## src/rtl/toneGenPkg.sv

```systemverilog
package toneGenPkg;
  localparam int NUM_TONES  = 3;
  localparam int TABLE_LEN  = 160;
  localparam int TABLE_STEP = 9;
  localparam int HALF_LEN   = TABLE_LEN / 2;
  localparam int SEL_W      = 2;
  localparam logic [7:0] SILENCE = 8'hFF;

  typedef enum logic [SEL_W-1:0] {
    TONE_DIAL = 2'd0,
    TONE_BUSY = 2'd1,
    TONE_RING = 2'd2
  } toneKind_e;

  typedef struct packed {
    logic                 frameStart;
    logic                 slotLoad;
    logic                 bitStep;
    logic [NUM_TONES-1:0] toneOn;
    logic [NUM_TONES-1:0] slotHit;
  } toneStrobe_t;

  function automatic logic [7:0] muEncode(input int lin);
    int   mag;
    int   biased;
    int   seg;
    int   mant;
    logic neg;
    neg = (lin < 0);
    mag = neg ? -lin : lin;
    if (mag > 8158) mag = 8158;
    biased = mag + 33;
    seg = 0;
    for (int i = 0; i < 7; i++) begin
      if (biased >= (64 << i)) seg = i + 1;
    end
    mant = (biased >> (seg + 1)) & 15;
    return ~{neg, seg[2:0], mant[3:0]};
  endfunction

  function automatic logic [7:0] toneSample(input int addr, input int peak);
    int p;
    int h;
    int t;
    int mag;
    p   = (addr * TABLE_STEP) % TABLE_LEN;
    h   = (p < HALF_LEN) ? p : p - HALF_LEN;
    t   = h * (HALF_LEN - h);
    mag = (peak * 4 * t) / (HALF_LEN * 100 - t);
    return muEncode((p < HALF_LEN) ? mag : -mag);
  endfunction
endpackage

```

## src/rtl/toneCtrl.sv

```systemverilog
module toneCtrl
  import toneGenPkg::*;
#(
  parameter int NUM_SLOTS = 32,
  parameter int BUSY_ON   = 2800,
  parameter int BUSY_OFF  = 2800,
  parameter int RING_ON   = 8000,
  parameter int RING_OFF  = 32000
) (
  input  logic                           clk,
  input  logic                           rstN,
  input  logic                           frameSync,
  input  logic                           bitEn,
  input  logic                           wrEn,
  input  logic [SEL_W-1:0]               wrAddr,
  input  logic [NUM_SLOTS-1:0]           wrData,
  output toneStrobe_t                    strb,
  output logic [NUM_TONES*NUM_SLOTS-1:0] maskFlat
);
  localparam int SLOT_W = (NUM_SLOTS > 1) ? $clog2(NUM_SLOTS) : 1;
  localparam int CAD_W  = $clog2(BUSY_ON + BUSY_OFF + RING_ON + RING_OFF + 2);
  localparam int ON_LEN  [NUM_TONES] = '{1, BUSY_ON, RING_ON};
  localparam int OFF_LEN [NUM_TONES] = '{0, BUSY_OFF, RING_OFF};

  logic [2:0]          bitCnt;
  logic [SLOT_W-1:0]   slotCnt;
  logic [2:0]          curBit;
  logic [SLOT_W-1:0]   curSlot;
  logic                frameStart;
  logic [NUM_TONES-1:0] toneOnV;
  logic [NUM_TONES-1:0] slotHitV;

  assign curBit     = frameSync ? 3'd0 : bitCnt;
  assign curSlot    = frameSync ? '0 : slotCnt;
  assign frameStart = bitEn & frameSync;

  always_ff @(posedge clk) begin
    if (!rstN) begin
      bitCnt  <= 3'd0;
      slotCnt <= '0;
    end else if (bitEn) begin
      if (curBit == 3'd7) begin
        bitCnt  <= 3'd0;
        slotCnt <= (curSlot == SLOT_W'(NUM_SLOTS - 1)) ? '0 : curSlot + SLOT_W'(1);
      end else begin
        bitCnt  <= curBit + 3'd1;
        slotCnt <= curSlot;
      end
    end
  end

  for (genvar g = 0; g < NUM_TONES; g++) begin : g_tone
    logic [NUM_SLOTS-1:0] maskReg;
    logic                 wrHit;
    logic                 restart;

    assign wrHit   = wrEn && (wrAddr == SEL_W'(g));
    assign restart = wrHit && (maskReg == '0) && (wrData != '0);

    always_ff @(posedge clk) begin
      if (!rstN) maskReg <= '0;
      else if (wrHit) maskReg <= wrData;
    end

    assign maskFlat[g*NUM_SLOTS +: NUM_SLOTS] = maskReg;
    assign slotHitV[g] = maskReg[curSlot];

    if (OFF_LEN[g] == 0) begin : g_steady
      assign toneOnV[g] = 1'b1;
    end else begin : g_cadence
      localparam int PERIOD = ON_LEN[g] + OFF_LEN[g];
      logic [CAD_W-1:0] cadCnt;
      always_ff @(posedge clk) begin
        if (!rstN || restart) cadCnt <= '0;
        else if (frameStart)
          cadCnt <= (cadCnt == CAD_W'(PERIOD - 1)) ? '0 : cadCnt + CAD_W'(1);
      end
      assign toneOnV[g] = (cadCnt < CAD_W'(ON_LEN[g]));
    end
  end

  always_comb begin
    strb.frameStart = frameStart;
    strb.slotLoad   = bitEn & (curBit == 3'd0);
    strb.bitStep    = bitEn;
    strb.toneOn     = toneOnV;
    strb.slotHit    = slotHitV;
  end
endmodule

```

## src/rtl/toneData.sv

```systemverilog
module toneData
  import toneGenPkg::*;
#(
  parameter int PEAK = 2000
) (
  input  logic        clk,
  input  logic        rstN,
  input  toneStrobe_t strb,
  output logic        pcmTx,
  output logic        pcmTxEn
);
  localparam int ADDR_W = $clog2(TABLE_LEN);

  logic [7:0]        romTbl [TABLE_LEN];
  logic [ADDR_W-1:0] addr;
  logic [7:0]        freshCode;
  logic [NUM_TONES-1:0] serBit;
  logic [NUM_TONES-1:0] act;
  logic              winBit;
  logic              winAct;

  for (genvar a = 0; a < TABLE_LEN; a++) begin : g_rom
    assign romTbl[a] = toneSample(a, PEAK);
  end

  assign freshCode = romTbl[addr];

  always_ff @(posedge clk) begin
    if (!rstN) addr <= '0;
    else if (strb.frameStart)
      addr <= (addr == ADDR_W'(TABLE_LEN - 1)) ? '0 : addr + ADDR_W'(1);
  end

  for (genvar g = 0; g < NUM_TONES; g++) begin : g_drv
    logic [7:0] frameCode;
    logic [7:0] gatedCode;
    logic [7:0] loadCode;
    logic [7:0] shiftReg;
    logic       gateEn;

    assign gatedCode = strb.toneOn[g] ? freshCode : SILENCE;
    assign loadCode  = strb.frameStart ? gatedCode : frameCode;

    always_ff @(posedge clk) begin
      if (!rstN) begin
        frameCode <= SILENCE;
        shiftReg  <= '0;
        gateEn    <= 1'b0;
      end else begin
        if (strb.frameStart) frameCode <= gatedCode;
        if (strb.slotLoad) begin
          shiftReg <= {loadCode[6:0], 1'b0};
          gateEn   <= strb.slotHit[g];
        end else if (strb.bitStep) begin
          shiftReg <= {shiftReg[6:0], 1'b0};
        end
      end
    end

    assign serBit[g] = strb.slotLoad ? loadCode[7] : shiftReg[7];
    assign act[g]    = strb.slotLoad ? strb.slotHit[g] : gateEn;
  end

  always_comb begin
    winAct = 1'b0;
    winBit = 1'b0;
    for (int t = NUM_TONES - 1; t >= 0; t--) begin
      if (act[t]) begin
        winAct = 1'b1;
        winBit = serBit[t];
      end
    end
  end

  always_ff @(posedge clk) begin
    if (!rstN) begin
      pcmTx   <= 1'b0;
      pcmTxEn <= 1'b0;
    end else if (strb.bitStep) begin
      pcmTxEn <= winAct;
      pcmTx   <= winAct & winBit;
    end
  end
endmodule

```

## src/rtl/callToneGen.sv

```systemverilog
module callToneGen
  import toneGenPkg::*;
#(
  parameter int NUM_SLOTS = 32,
  parameter int BUSY_ON   = 2800,
  parameter int BUSY_OFF  = 2800,
  parameter int RING_ON   = 8000,
  parameter int RING_OFF  = 32000,
  parameter int PEAK      = 2000
) (
  input  logic                 clk,
  input  logic                 rstN,
  input  logic                 frameSync,
  input  logic                 bitEn,
  input  logic                 wrEn,
  input  logic [1:0]           wrAddr,
  input  logic [NUM_SLOTS-1:0] wrData,
  output logic                 pcmTx,
  output logic                 pcmTxEn
);
  toneStrobe_t                    strb;
  logic [NUM_TONES*NUM_SLOTS-1:0] maskFlat;

  toneCtrl #(
    .NUM_SLOTS(NUM_SLOTS), .BUSY_ON(BUSY_ON), .BUSY_OFF(BUSY_OFF),
    .RING_ON(RING_ON), .RING_OFF(RING_OFF)
  ) u_ctrl (
    .clk(clk), .rstN(rstN), .frameSync(frameSync), .bitEn(bitEn),
    .wrEn(wrEn), .wrAddr(wrAddr), .wrData(wrData),
    .strb(strb), .maskFlat(maskFlat)
  );

  toneData #(.PEAK(PEAK)) u_data (
    .clk(clk), .rstN(rstN), .strb(strb),
    .pcmTx(pcmTx), .pcmTxEn(pcmTxEn)
  );
endmodule

```

## config.mk

```make
export PLATFORM = sky130hd
export DESIGN_NAME = callToneGen
export DESIGN_NICKNAME = d
export VERILOG_FILES = /design/src/rtl/toneGenPkg.sv /design/src/rtl/toneCtrl.sv /design/src/rtl/toneData.sv /design/src/rtl/callToneGen.sv
export SDC_FILE = /design/constraint.sdc
export NUM_CORES = 1
export LEC_CHECK = 0
export BUFFER_PORTS_ARGS = -buffer_cell sky130_fd_sc_hd__buf_4
export CAP_MARGIN = 15
export CORE_MARGIN = 1.5
export CORE_UTILIZATION = 57
export DETAILED_ROUTE_END_ITERATION = 16
export GPL_TIMING_DRIVEN = 0
export PLACE_DENSITY = 0.74
export SLEW_MARGIN = 20
export SYNTH_ARGS = -nofsm -noshare
export SYNTH_HDL_FRONTEND = slang
export SYNTH_SLANG_ARGS = --single-unit
```

## constraint.sdc

```tcl
create_clock -name clk -period 5.6 [get_ports clk]
set_input_delay 1.12 -clock clk [delete_from_list [all_inputs] [get_ports clk]]
set_output_delay 1.12 -clock clk [all_outputs]
set_load 0.01 [all_outputs]
```

# --- After elaboration in Yosys (flattened, before gate mapping) ---
# Memory sizes are Yosys's and may differ from the RTL's.
# Cells that the tools add are included.
op_classes:
  n_addsub: 5
  magnitude_cmp: 4
  n_eq_ne: 7
  mux: 39
  n_bitwise: 4
  reduce_logical: 16
op_table:
  columns: ["op", "count"]
  rows:
  - ["8-bit two-way mux", 14]
  - ["32-bit logical NOT", 2]
  - ["16-bit by 1-bit adder with 16-bit output (second input constant)", 2]
  - ["16-bit two-way mux", 2]
  - ["32-bit nonzero test", 1]
  - ["16-bit by 13-bit equality test with 1-bit output (second input constant)", 1]
  - ["16-bit equality test (second input constant)", 1]
  - ["16-bit by 12-bit < comparator with 1-bit output (second input constant)", 1]
  - ["16-bit by 13-bit < comparator with 1-bit output (second input constant)", 1]
  - ["1-bit binary-select mux with 5-bit select", 3]
  - ["1-bit two-way mux", 15]
  - ["5-bit two-way mux", 3]
  - ["9-bit greater-or-equal comparator (second input constant)", 1]
  - ["8-bit NOT with 9-bit output", 1]
  - ["8-bit by 1-bit adder with 8-bit output (second input constant)", 1]
  - ["8-bit equality test (second input constant)", 1]
  - ["1-bit logical AND", 7]
  - ["5-bit by 6-bit < comparator with 1-bit output (second input constant)", 1]
  - ["3-bit two-way mux", 2]
  - ["5-bit by 1-bit adder with 5-bit output (second input constant)", 1]
  - ["5-bit equality test (second input constant)", 1]
  - ["3-bit by 1-bit adder with 3-bit output (second input constant)", 1]
  - ["1-bit AND", 3]
  - ["3-bit equality test (second input constant)", 1]
  - ["7 further kinds", 8]
word_totals:
  ff_bits: 194
  rom_bits: 2048
  inputBits: 39
  output_inout_bits: 2
  word_cells: 95
  mem_count: 1
mem_list:
  columns: ["name", "depth", "word_bits", "rd", "rd_ports_with_merged_regs", "write_ports", "line_no", "source"]
  rows:
  - ["(no name shown)", 256, 8, 1, 0, 0, "toneData.sv:26", "assign freshCode = romTbl[addr];"]

# --- Logic depth before layout (Yosys ltp) ---
# Gate-level depths: netlist (run 1).
depth:
  depth_word: 11
  depth_mapped: 12
  ltp_nobuf: 10

# --- Cells and area by module ---
# A second synthesis (run 1) with hierarchy kept.
hier_totals:
  cells_unflattened: 1288
  hier_area_um2: 10714.0
by_module_without_submodules:
  columns: ["module", "instances", "cells_per_inst", "area_per_inst_um2", "seq_area_each_um2"]
  rows:
  - ["toneCtrl", 1, 785, 6573.8, 2722.6]
  - ["toneData", 1, 503, 4140.2, 1161.1]

# --- Least setup slack after synthesis (run 1) ---
# Ideal clock, no wire load.
synth_timing:
  path_kind: "input to register"
  start: "input port frameSync"
  end: "register u_data.pcmTxEn"
  setup_ns: 0.141
  t_arrival_ns: 2.973
  t_required_ns: 5.459
  setup_slack_ns: 2.486
  cell_stages: 9
  path_buffers: 1
  cell_sequence: "buf_4 > nand2b_2 > inv_2 > mux4_2 > a2bb2oi_1 > a32o_1 > or2_1 > and3b_1 > a31oi_1"
synth_via:
  elab_chain_cells: 7
  word_cells_on_any_way: 16
  cone_classes: "14 x mux; 1 x bitwise; 1 x reduce/logical"
synth_rtl:
  columns: ["item", "line_no", "source"]
  rows:
  - ["start, declared", "callToneGen.sv:13", "input logic frameSync,"]
  - ["5-bit two-way mux / 3-bit two-way mux (equally long branches)", "toneCtrl.sv:34, toneCtrl.sv:33", null]
  - ["1-bit binary-select mux with 5-bit select / 3-bit logical NOT (equally long branches)", "toneCtrl.sv:66, toneCtrl.sv:84", null]
  - ["1-bit two-way mux (not written as such) / 1-bit AND (equally long branches)", "toneCtrl.sv:66, toneCtrl.sv:84", null]
  - ["1-bit two-way mux", null, null]
  - ["1-bit two-way mux (2 in a row)", "toneData.sv:68", "if (act[t]) begin"]
  - ["1-bit two-way mux *", "toneData.sv:68", null]
  - ["end signal, assigned", "toneData.sv:80", "pcmTxEn <= winAct;"]
  - ["end, declared", "toneData.sv:10", "output logic pcmTxEn"]
# Mark *: on every way between the ends. The rest lies on a longest branch, timed or not. The select of a mux whose other input is x is not followed.
# A chain may end at the register's enable or synchronous reset.

# --- Worst setup path after layout (run 1) ---
layout_timing:
  start: "register u_data.addr[1]"
  end: "register u_data.g_drv[1].shiftReg[3]"
layout_via:
  elab_chain_cells: 7
layout_rtl:
  columns: ["item", "line_no", "source"]
  rows:
  - ["start, declared", "toneData.sv:15", "logic [ADDR_W-1:0] addr;"]
  - ["start signal, assigned", "toneData.sv:31", "addr <= (addr == ADDR_W'(TABLE_LEN - 1)) ? '0 : addr + ADDR_W'(1);"]
  - ["8-bit NOT with 9-bit output (not written as such)", "toneData.sv:26", null]
  - ["memory 256 x 8 bit", null, null]
  - ["8-bit two-way mux (not written as such) (2 in a row)", "toneData.sv:26", null]
  - ["8-bit two-way mux", "toneData.sv:41", "assign gatedCode = strb.toneOn[g] ? freshCode : SILENCE;"]
  - ["8-bit two-way mux", "toneData.sv:42", "assign loadCode = strb.frameStart ? gatedCode : frameCode;"]
  - ["8-bit two-way mux", "toneData.sv:51", "if (strb.slotLoad) begin"]
  - ["end signal, assigned", "toneData.sv:52", "shiftReg <= {loadCode[6:0], 1'b0};"]
  - ["end signal, assigned", "toneData.sv:55", "shiftReg <= {shiftReg[6:0], 1'b0};"]
  - ["end, declared", "toneData.sv:38", "logic [7:0] shiftReg;"]
# No other way between the ends. The select of a mux whose other input is x is not followed.

==> run_results.csv, run 1 <==
group,metric,value,unit
power,leakage,4.261,nW
global_route,grt-ovfl-total,0,
setup_path,path_buf_inv,3,
clock_network,cts.path.max_buffers,2,
timing,tightest_slew,1.068,ns
clock_network,holdBufCountCts,0,
route,vias,9850,
global_route,grt_pass1_wl,48.87,mm
timing,fin_skew,0.01333,ns
outcome,status,"finished, final reports clean",
power,p_per_area,253.8,nW/um^2
power,p_comb_share,10.0,%
timing,max_freq,277.2,MHz
die,io_pins,41,
setup_path,crit_path_top_delay_cell,"dfxtp_1",
die,die_width,139.1,microns
global_route,grt_pass1_vias,9279,
placement,place_congestion,0.9493,
power,clkPwrFrac,40.8,%
route,viasPerCell,6.203,
logic_synthesis,syn_inst,1289,
clock_network,cts-resized-gates,0,
setup_path,ff2ff_path_depth,9,
hold_path,whs_path_depth,2,
global_route,grt_max_degree,19,
timing,period_share,64.42,%
timing,rsz0062_at_grt,"no",
logic_synthesis,netlist_area,10550,sq um
hold_path,min_to,"u_ctrl.g_tone[0].maskReg[31]$_SDFFE_PN0P_",
hold_path,hold_path_class,"reg2reg",
clock_network,cts_made_buffers,17,
placement,dp_hpwl,22.66,mm
finish,layout_commonest_cell,"nand2_1",
setup_path,rr_endpoint,"u_data.g_drv[1].shiftReg[3]$_SDFFE_PN0P_",
finish,flow.area_growth_from_synthesis,10.98,%
setup_path,path_class,"reg2reg",
die,start_util,58.34,%
finish,n_fill_cell,1600,
die,rows,49,
placement,dpl_cell_area,11130,sq um
logic_synthesis,synth_cell_types,72,
finish,final_cell_mix,"nand2_1 (289), dfxtp_1 (194), a21boi_0 (99)",
route,wl,30.94,mm
route,firstDrtPassIters,6,
clock_network,cts_tree,"done",
clock_network,htree_levels,4,
setup_path,crit_top_cell,"mux4_2",
die,dieArea,19340,sq um
power,sequentialPowerShare,49.2,%
clock_network,clock_latency,0.44,ns
timing,slew_headroom,28.73,%
setup_path,cp.depth,9,
logic_synthesis,async_flop_share,0,%
power,switching_share,26.47,%
setup_path,worstPathRequired,5.92,ns
clock_network,clk_pin_slew,0.07,ns
setup_path,regToRegSetupSlack,1.99,ns
logic_synthesis,seq_area_frac_synth,36.81,%
timing,post-route-min-period,3.607,ns
route,final_antenna_net_count,0,
finish,diodes,0,
logic_synthesis,syn_nets,1353,
global_route,antenna_found_initial,0,
die,die_height,139.1,microns
setup_path,slowest_delay,0.67,ns
timing,finalSetupViolations,0,
hold_path,min-delay-start,"u_ctrl.g_tone[0].maskReg[31]$_SDFFE_PN0P_",
finish,nNetsFinal,1411,
finish,fin_area,11710,sq um
route,first_iter_violations,914,
power,peakVddDrop,0.2408,mV
setup_path,crit_arrival,3.92,ns
clock_network,clock-sinks,194,
placement,port_buffers,39,
setup_path,path_cells,"inv_1 > ha_1 > buf_4 > inv_1 > mux4_2 > mux4_2 > mux4_2 > o22ai_2 > o22ai_1",
logic_synthesis,synth-seq-cells,194,
logic_synthesis,synth_warnings,0,
timing,finalHoldViolCount,0,
finish,multi_input_area,6167,sq um
clock_network,clockRootBuffer,"clkbuf_16",
route,drc,0,
timing,slew_viol_final,0,
global_route,grtUsageTotal,31.84,%
setup_path,critPathCaptureType,"register",
logic_synthesis,synth_edf_count,0,
finish,register_area,3884,sq um
route,wl_per_cell,19.48,microns
run,max_cap_violations,0,
power,power.internal,2.185,mW
die,core,18090,sq um
setup_path,start_kind,"register",
power,p_sw,0.7868,mW
timing,setup_tns,0,ns
setup_path,crit_family,"multiplexers",
clock_network,post-cts-setup-buffer-count,0,
logic_synthesis,syn_area_per_cell,8.186,sq um
setup_path,r2r_start,"u_data.addr[1]$_SDFFE_PN0P_",
setup_path,path_max_fanout,13,
finish,drive_gt1_share,10.45,%
logic_synthesis,synth_ff_type,"dfxtp_1",
[sequential cells by signal, indices dropped and copies added, names as in the netlist]
signal                          flops
u_data.pcmTxEn                      1
u_ctrl.g_tone.maskReg              96
u_data.g_drv.frameCode             24
u_data.addr                         8
u_ctrl.bitCnt                       3
u_data.pcmTx                        1
u_ctrl.g_tone.g_cadence.cadCnt     32
u_data.g_drv.shiftReg              21
u_data.g_drv.gateEn                 3
u_ctrl.slotCnt                      5
[synth_stat cells (6+ instances only)]
library cell,number,area (sq um)
ha_1,25,312.8
mux2i_1,42,420.4
a21boi_0,99,743.2
nand4_1,15,93.84
buf_1,7,26.28
mux4_2,16,360.4
inv_1,21,78.83
nor3b_1,10,75.07
a211oi_1,10,75.07
and3_1,13,81.33
nand2_1,289,1085
buf_2,22,110.1
nor4_1,25,156.4
nand2b_1,17,106.4
xor2_1,21,183.9
clkbuf_1,59,221.5
mux2_2,16,180.2
and3b_1,6,52.55
nor2b_1,28,175.2
and2_1,8,50.05
a21oi_1,34,170.2
nor3_1,12,60.06
a31oi_1,13,81.33
a32oi_1,8,70.07
xnor2_1,12,105.1
o211ai_1,10,75.07
o22ai_1,25,156.4
dfxtp_1,194,3884
nor2_1,70,262.8
o21ai_0,46,230.2
nand3_1,26,130.1
[cell type report]
cell class,count,area share [%]
inverters,25,0.8014
plain buffers,94,3.473
flip-flops and latches,194,33.17
well taps,229,2.447
repair buffers,39,2.500
multi-input cells,976,52.67
clock inverters,13,1.197
clock buffers,18,3.750
[power by group through the flow]
stage                     Combinational [mW]  Clock (mW)  Sequential (mW)
after global placement                 0.286           0             1.49
final                                  0.298        1.21             1.46
after detailed placement               0.291           0             1.49
after floorplan                        0.189           0             1.48
after CTS                              0.293        1.22             1.46
after global routing                   0.323        1.27             1.46
[through the flow]
| step | setup slack (ns) | total power, mW | utilization [%] | hold WS [ns] | instances |
|---|---|---|---|---|---|
| global route | 1.825 | 3.061 | 64.75 | 0.4874 | 1588 |
| detailed placement | 1.941 | 1.783 | 61.54 | 0.4525 | 1557 |
| finish | 1.993 | 2.972 | 64.75 | 0.4622 | 1588 |
| global placement | 1.938 | 1.776 | 61.54 | 0.4432 | 1557 |
| floorplan | 2.486 | 1.668 | - | 0.4196 | 1289 |
| CTS | 2.047 | 2.974 | 64.75 | 0.4622 | 1588 |
[worst max-delay path by stage]
stage | endpoint | startpoint | slack, ns
after floorplan | u_data.pcmTxEn$_SDFFE_PN0P_ | frameSync | 2.49
after global placement | u_data.pcmTx$_SDFFE_PN0P_ | frameSync | 1.94
after detailed placement | u_data.pcmTx$_SDFFE_PN0P_ | frameSync | 1.94
after CTS | u_data.g_drv[1].shiftReg[3]$_SDFFE_PN0P_ | u_data.addr[1]$_SDFFE_PN0P_ | 2.05
after global routing | u_data.g_drv[1].shiftReg[3]$_SDFFE_PN0P_ | u_data.addr[1]$_SDFFE_PN0P_ | 1.82
final | u_data.g_drv[1].shiftReg[3]$_SDFFE_PN0P_ | u_data.addr[1]$_SDFFE_PN0P_ | 1.99
[routing by layer]
metal  vias up  GRT usage [%]  wire (microns)
li1       4660              -               -
met1      4677          40.58           13000
met2       419          52.95           14570
met3        94          5.110            2124
met4         0          15.01            1245
met5         -              0               0
[cells by family after synthesis]
group	after synthesis	share of synthesized area, %
buf+inv	119	4.743
xor+xnor	33	2.739
flops	194	36.81
compound gates	301	19.90
fa+ha+maj	25	2.965
mux	74	9.107
simple gates	543	23.74
[worst reg2reg max path: stages (launching register included)]
cell     delay [ns]
dfxtp_1        0.67
inv_1          0.39
ha_1           0.39
buf_4          0.18
inv_1          0.08
mux4_2         0.46
mux4_2         0.45
mux4_2         0.58
o22ai_2        0.17
o22ai_1        0.12
No activity file was read; power rests on OpenSTA's default activity.
==> run 2: changes to the inputs <==
CORE_UTILIZATION = 56   (was 57)
PLACE_DENSITY = 0.76   (was 0.74)
clock period = 3.3 ns   (was 5.6 ns; I/O delays follow)
==> run 2 against run 1 <==
  * Via count about the same
  * Critical path depth stayed put
  * Utilization down 1.5 points
  * Global-route usage is 0.48 points higher
  * Non-clock buffer count is 2 higher
  * Setup slack got worse by 1.9 ns
  * Count of clock-buffer cells in the layout down 1
  * Design area increased by 0.43%
  * Cell count up 0.50%
  * Clock power grew 66%
  * Critical endpoint unchanged
  * Largest power group unchanged
==> run_results.csv, run 2 (same netlist as run 1, synthesis figures left out) <==
group,metric,value,unit
outcome,status,"finished, final reports clean",
clock_network,htree_levels,4,
timing,setup_tns,0,ns
finish,largestRegisters,"u_ctrl.g_tone.maskReg x96, u_ctrl.g_tone.g_cadence.cadCnt x32, u_data.g_drv.frameCode x24",
finish,drive_gt1_share,11.09,%
clock_network,clock-sinks,194,
die,die_width,140.3,microns
timing,fin_skew,0.01073,ns
route,firstDrtPassIters,5,
timing,tightest_slew,1.041,ns
die,core,18580,sq um
finish,diodes,0,
die,rows,50,
die,dieArea,19670,sq um
timing,whs,0.4657,ns
die,die_height,140.3,microns
timing,finalSetupViolations,0,
global_route,antenna_found_initial,0,
global_route,grt-ovfl-total,0,
setup_path,r2r_start,"u_data.addr[0]$_SDFFE_PN0P_",
clock_network,cts_made_buffers,17,
clock_network,clockRootBuffer,"clkbuf_16",
power,leakage,4.271,nW
finish,flow.area_growth_from_synthesis,11.45,%
clock_network,cts.path.max_buffers,2,
global_route,grtUsageTotal,32.32,%
setup_path,critPathCaptureType,"register",
finish,top_register,"u_ctrl.g_tone.maskReg",
timing,max_freq,314.4,MHz
route,final_antenna_net_count,0,
timing,post-route-min-period,3.181,ns
die,start_util,56.79,%
hold_path,hold_path_class,"reg2reg",
global_route,grt_max_degree,20,
finish,final_cell_mix,"nand2_1 (289), dfxtp_1 (192), a21boi_0 (99)",
timing,slew_viol_final,0,
clock_network,clock_latency,0.44,ns
setup_path,path_class,"reg2reg",
setup_path,crit_arrival,3.50,ns
route,vias,9849,
route,drc,0,
power,peakVddDrop,0.3551,mV
route,wl,31.29,mm
hold_path,min-delay-start,"u_ctrl.g_tone[0].maskReg[1]$_SDFFE_PN0P_",
power,power,4.994,mW
clock_network,clk_pin_slew,0.07,ns
die,io_pins,41,
timing,rsz0062_at_grt,"no",
finish,largest_reg_flops,96,
clock_network,cts_tree,"done",
global_route,grt_pass1_vias,9305,
global_route,grt_pass1_wl,49.63,mm
setup_path,worstPathRequired,3.62,ns
setup_path,critPathLaunch,"u_data.addr[0]$_SDFFE_PN0P_",
route,viasPerCell,6.171,
placement,dp_hpwl,22.68,mm
timing,finalHoldViolCount,0,
power,p_per_area,424.7,nW/um^2
route,wl_per_cell,19.60,microns
finish,nNetsFinal,1413,
placement,port_buffers,39,
setup_path,start_kind,"register",
timing,period_share,96.40,%
setup_path,path_max_fanout,12,
route,first_iter_violations,1029,
placement,place_congestion,0.9939,
finish,layout_commonest_cell,"nand2_1",
timing,slew_headroom,30.43,%
run,max_cap_violations,0,
[run 2: layout make-up]
| class | count | area (sq um) |
|---|---|---|
| Tap cell | 234 | 292.8 |
| Clock inverter | 15 | 148.9 |
| Timing Repair Buffer | 41 | 307.8 |
| Sequential cell | 194 | 3886 |
| Multi-Input combinational cell | 976 | 6195 |
| Inverter | 25 | 97.59 |
| Fill cell | 1642 | 6820 |
| Buffer | 94 | 406.6 |
| Clock buffer | 17 | 425.4 |
[run 2: report_power, final]
group	internal (mW)	switching, mW
Combinational	0.203	0.304
Sequential	2.42	0.0633
Clock	1.00	1.00
[run 2: what timing repair did]
action	4_1_cts	5_1_grt
endpoints found under the setup margin	15	12
gates cloned	0	0
pin swaps	0	0
hold buffers	0	0
setup buffers	0	2
resized for setup	3	5
[run 2: path summary, 6_finish.rpt]
kind	end	slack (ns)	cells past startpoint
worst max-delay path	u_data.g_drv[1].shiftReg[3]$_SDFFE_PN0P_	0.12	9
worst min-delay path	u_ctrl.g_tone[0].maskReg[1]$_SDFFE_PN0P_	0.47	2
worst max register to register	u_data.g_drv[1].shiftReg[3]$_SDFFE_PN0P_	0.12	9
worst min register to register	u_ctrl.g_tone[0].maskReg[1]$_SDFFE_PN0P_	0.47	2
[run 2: worst max-delay path, cell delays in order, from the launching register on]
cell and delay (ns):
dfxtp_2 0.50, inv_1 0.21, ha_1 0.32, buf_4 0.18, inv_1 0.07, mux4_2 0.46
mux4_2 0.46, mux4_2 0.58, o22ai_2 0.17, o22ai_1 0.12
[run 2: routing by layer]
layer	global-route usage (%)	wire, microns	vias to the layer above
met2	52.63	14830	415
met5	0	0	-
li1	-	-	4673
met3	6.051	2175	107
met1	41.07	12980	4654
met4	16.45	1299	0
[run 2: per-stage QoR]
stage / cell area (sq um) / utilization, % / instances / setup slack [ns]
6_report: 11760 / 63.29 / 1596 / 0.1189
3_5_place_dp: 11140 / 59.94 / 1562 / -0.2708
5_1_grt: 11760 / 63.29 / 1596 / 0.03037
2_1_floorplan: 10550 / - / 1289 / 0.3322
3_3_place_gp: 11140 / 59.94 / 1562 / -0.2371
4_1_cts: 11720 / 63.08 / 1594 / -0.007690
==> run 3: changes to the inputs <==
PLACE_DENSITY = unset   (was 0.76)
PLACE_DENSITY_LB_ADDON = 0.1   (was unset)
==> run 3 against run 2 <==
  * Wire length hardly changed
  * Non-clock buffer count rose by 1
  * Combinational power barely moved
==> run_results.csv, run 3 (same netlist as run 1, synthesis figures left out) <==
group,metric,value,unit
clock_network,clock-sinks,194,
clock_network,clk_pin_slew,0.07,ns
clock_network,clock_latency,0.44,ns
hold_path,hold_path_class,"reg2reg",
power,leakage,4.268,nW
placement,dp_slack,-0.2371,ns
timing,period_share,96.08,%
clock_network,clockRootBuffer,"clkbuf_16",
setup_path,crit_arrival,3.48,ns
finish,layout_commonest_cell,"nand2_1",
route,final_antenna_net_count,0,
hold_path,min_to,"u_data.g_drv[2].shiftReg[1]$_SDFFE_PN0P_",
timing,max_freq,315.4,MHz
die,rows,50,
finish,final_cell_mix,"nand2_1 (289), dfxtp_1 (192), a21boi_0 (99)",
finish,n_fill_cell,1633,
timing,finalHoldViolCount,0,
clock_network,cts_tree,"done",
route,m1WireLength,13.25,mm
timing,setup_tns,0,ns
route,routed.top_layer,"met4",
timing,whs,0.4651,ns
die,die_height,140.3,microns
setup_path,regToRegSetupSlack,0.13,ns
route,firstDrtPassIters,6,
die,core,18580,sq um
hold_path,min-delay-start,"u_data.g_drv[2].shiftReg[1]$_SDFFE_PN0P_",
die,start_util,56.79,%
finish,final_core_util,63.27,%
power,p_per_area,430.0,nW/um^2
placement,dpl_cell_area,11140,sq um
placement,port_buffers,39,
die,io_pins,41,
clock_network,htree_levels,4,
route,drc,0,
outcome,status,"finished, final reports clean",
setup_path,start_kind,"register",
finish,nNetsFinal,1414,
setup_path,critPathCaptureType,"register",
timing,slew_viol_final,0,
finish,largest_reg_flops,96,
setup_path,worstPathRequired,3.61,ns
clock_network,cts.path.max_buffers,2,
run,max_cap_violations,0,
route,viasPerCell,6.120,
die,dieArea,19670,sq um
route,wl_met3,2.025,mm
timing,slew_headroom,34.47,%
finish,stdcell_count,1597,
timing,finalSetupViolations,0,
setup_path,ff2ff_path_depth,9,
placement,dp_hpwl,22.63,mm
route,wl,31.31,mm
setup_path,path_class,"reg2reg",
timing,post-route-min-period,3.171,ns
die,die_width,140.3,microns
clock_network,cts_made_buffers,17,
setup_path,rr_endpoint,"u_data.g_drv[1].shiftReg[3]$_SDFFE_PN0P_",
global_route,grtUsageTotal,32.48,%
finish,drive_gt1_share,10.86,%
setup_path,path_max_fanout,12,
timing,worst_slack,0.1295,ns
route,route.met2.wl,14.54,mm
hold_path,whs_path_depth,2,
timing,rsz0062_at_grt,"no",
global_route,grt_pass1_wl,50.11,mm
finish,flow.area_growth_from_synthesis,11.41,%
finish,largestRegisters,"u_ctrl.g_tone.maskReg x96, u_ctrl.g_tone.g_cadence.cadCnt x32, u_data.g_drv.frameCode x24",
global_route,grt_max_degree,18,
finish,top_register,"u_ctrl.g_tone.maskReg",
finish,multi_input_area,6173,sq um
finish,diodes,0,
placement,place_congestion,0.9624,
global_route,grt_pass1_vias,9505,
route,wl_per_cell,19.60,microns
setup_path,r2r_start,"u_data.addr[0]$_SDFFE_PN0P_",
power,peakVddDrop,0.3931,mV
power,power,5.055,mW
global_route,grt-ovfl-total,0,
setup_path,critPathLaunch,"u_data.addr[0]$_SDFFE_PN0P_",
placement,dp_cells,1562,
timing,tightest_slew,0.9820,ns
finish,register_area,3889,sq um
timing,fin_skew,0.01301,ns
route,first_iter_violations,834,
route,vias,9774,
global_route,antenna_found_initial,0,
finish,fin_area,11760,sq um
run 3: cell count changes in the layout (fill, tap and decap cells not counted), sizes merged:
cell	change
buf	+1
bufinv	+1
clkbuf	+4
clkinv	-3
inv	-2
run 3: how the worst max path moves through the flow:
stage | slack (ns) | endpoint
2_1_floorplan | 0.33 | u_data.g_drv[1].shiftReg[3]$_SDFFE_PN0P_
3_3_place_gp | -0.23 | u_data.g_drv[1].shiftReg[3]$_SDFFE_PN0P_
3_5_place_dp | -0.24 | u_data.g_drv[1].shiftReg[3]$_SDFFE_PN0P_
4_1_cts | 0.003 | u_data.g_drv[1].shiftReg[3]$_SDFFE_PN0P_
5_1_grt | 0.03 | u_data.g_drv[1].shiftReg[3]$_SDFFE_PN0P_
6_report | 0.13 | u_data.g_drv[1].shiftReg[3]$_SDFFE_PN0P_
run 3: area by class of cell:
cell class                 count  area share, %
tap                          234          2.491
multi-input combinational    976          52.52
inverter                      25         0.8302
timing repair buffer          42          2.682
buffer                        94          3.459
sequential                   194          33.08
clock buffer                  21          3.917
clock inverter                11          1.022
run 3: power breakdown:
| part | internal (mW) | switching [mW] |
|---|---|---|
| Clock | 1.10 | 0.963 |
| Sequential | 2.42 | 0.0609 |
| Combinational | 0.204 | 0.305 |
| Total | 3.73 | 1.33 |
run 3: metal layers:
layer | track usage (%) | up-vias
li1 | - | 4670
met1 | 40.92 | 4613
met2 | 53.31 | 390
met3 | 6.188 | 101
met4 | 16.40 | 0
met5 | 0 | -
run 3: critical path, cell delays in order (launching register included):
cell and delay [ns]:
dfxtp_2 0.49, inv_1 0.19, ha_1 0.31, buf_4 0.18
inv_1 0.09, mux4_2 0.45, mux4_2 0.46, mux4_2 0.59
o22ai_2 0.17, o22ai_1 0.12
run 3: timing repair:
action / CTS / global route
gates resized for setup: 3 / 2
hold buffers: 0 / 0
endpoints found under the setup margin: 10 / 10
endpoints found under the hold margin: 0 / 0
buffers inserted: 0 / 3
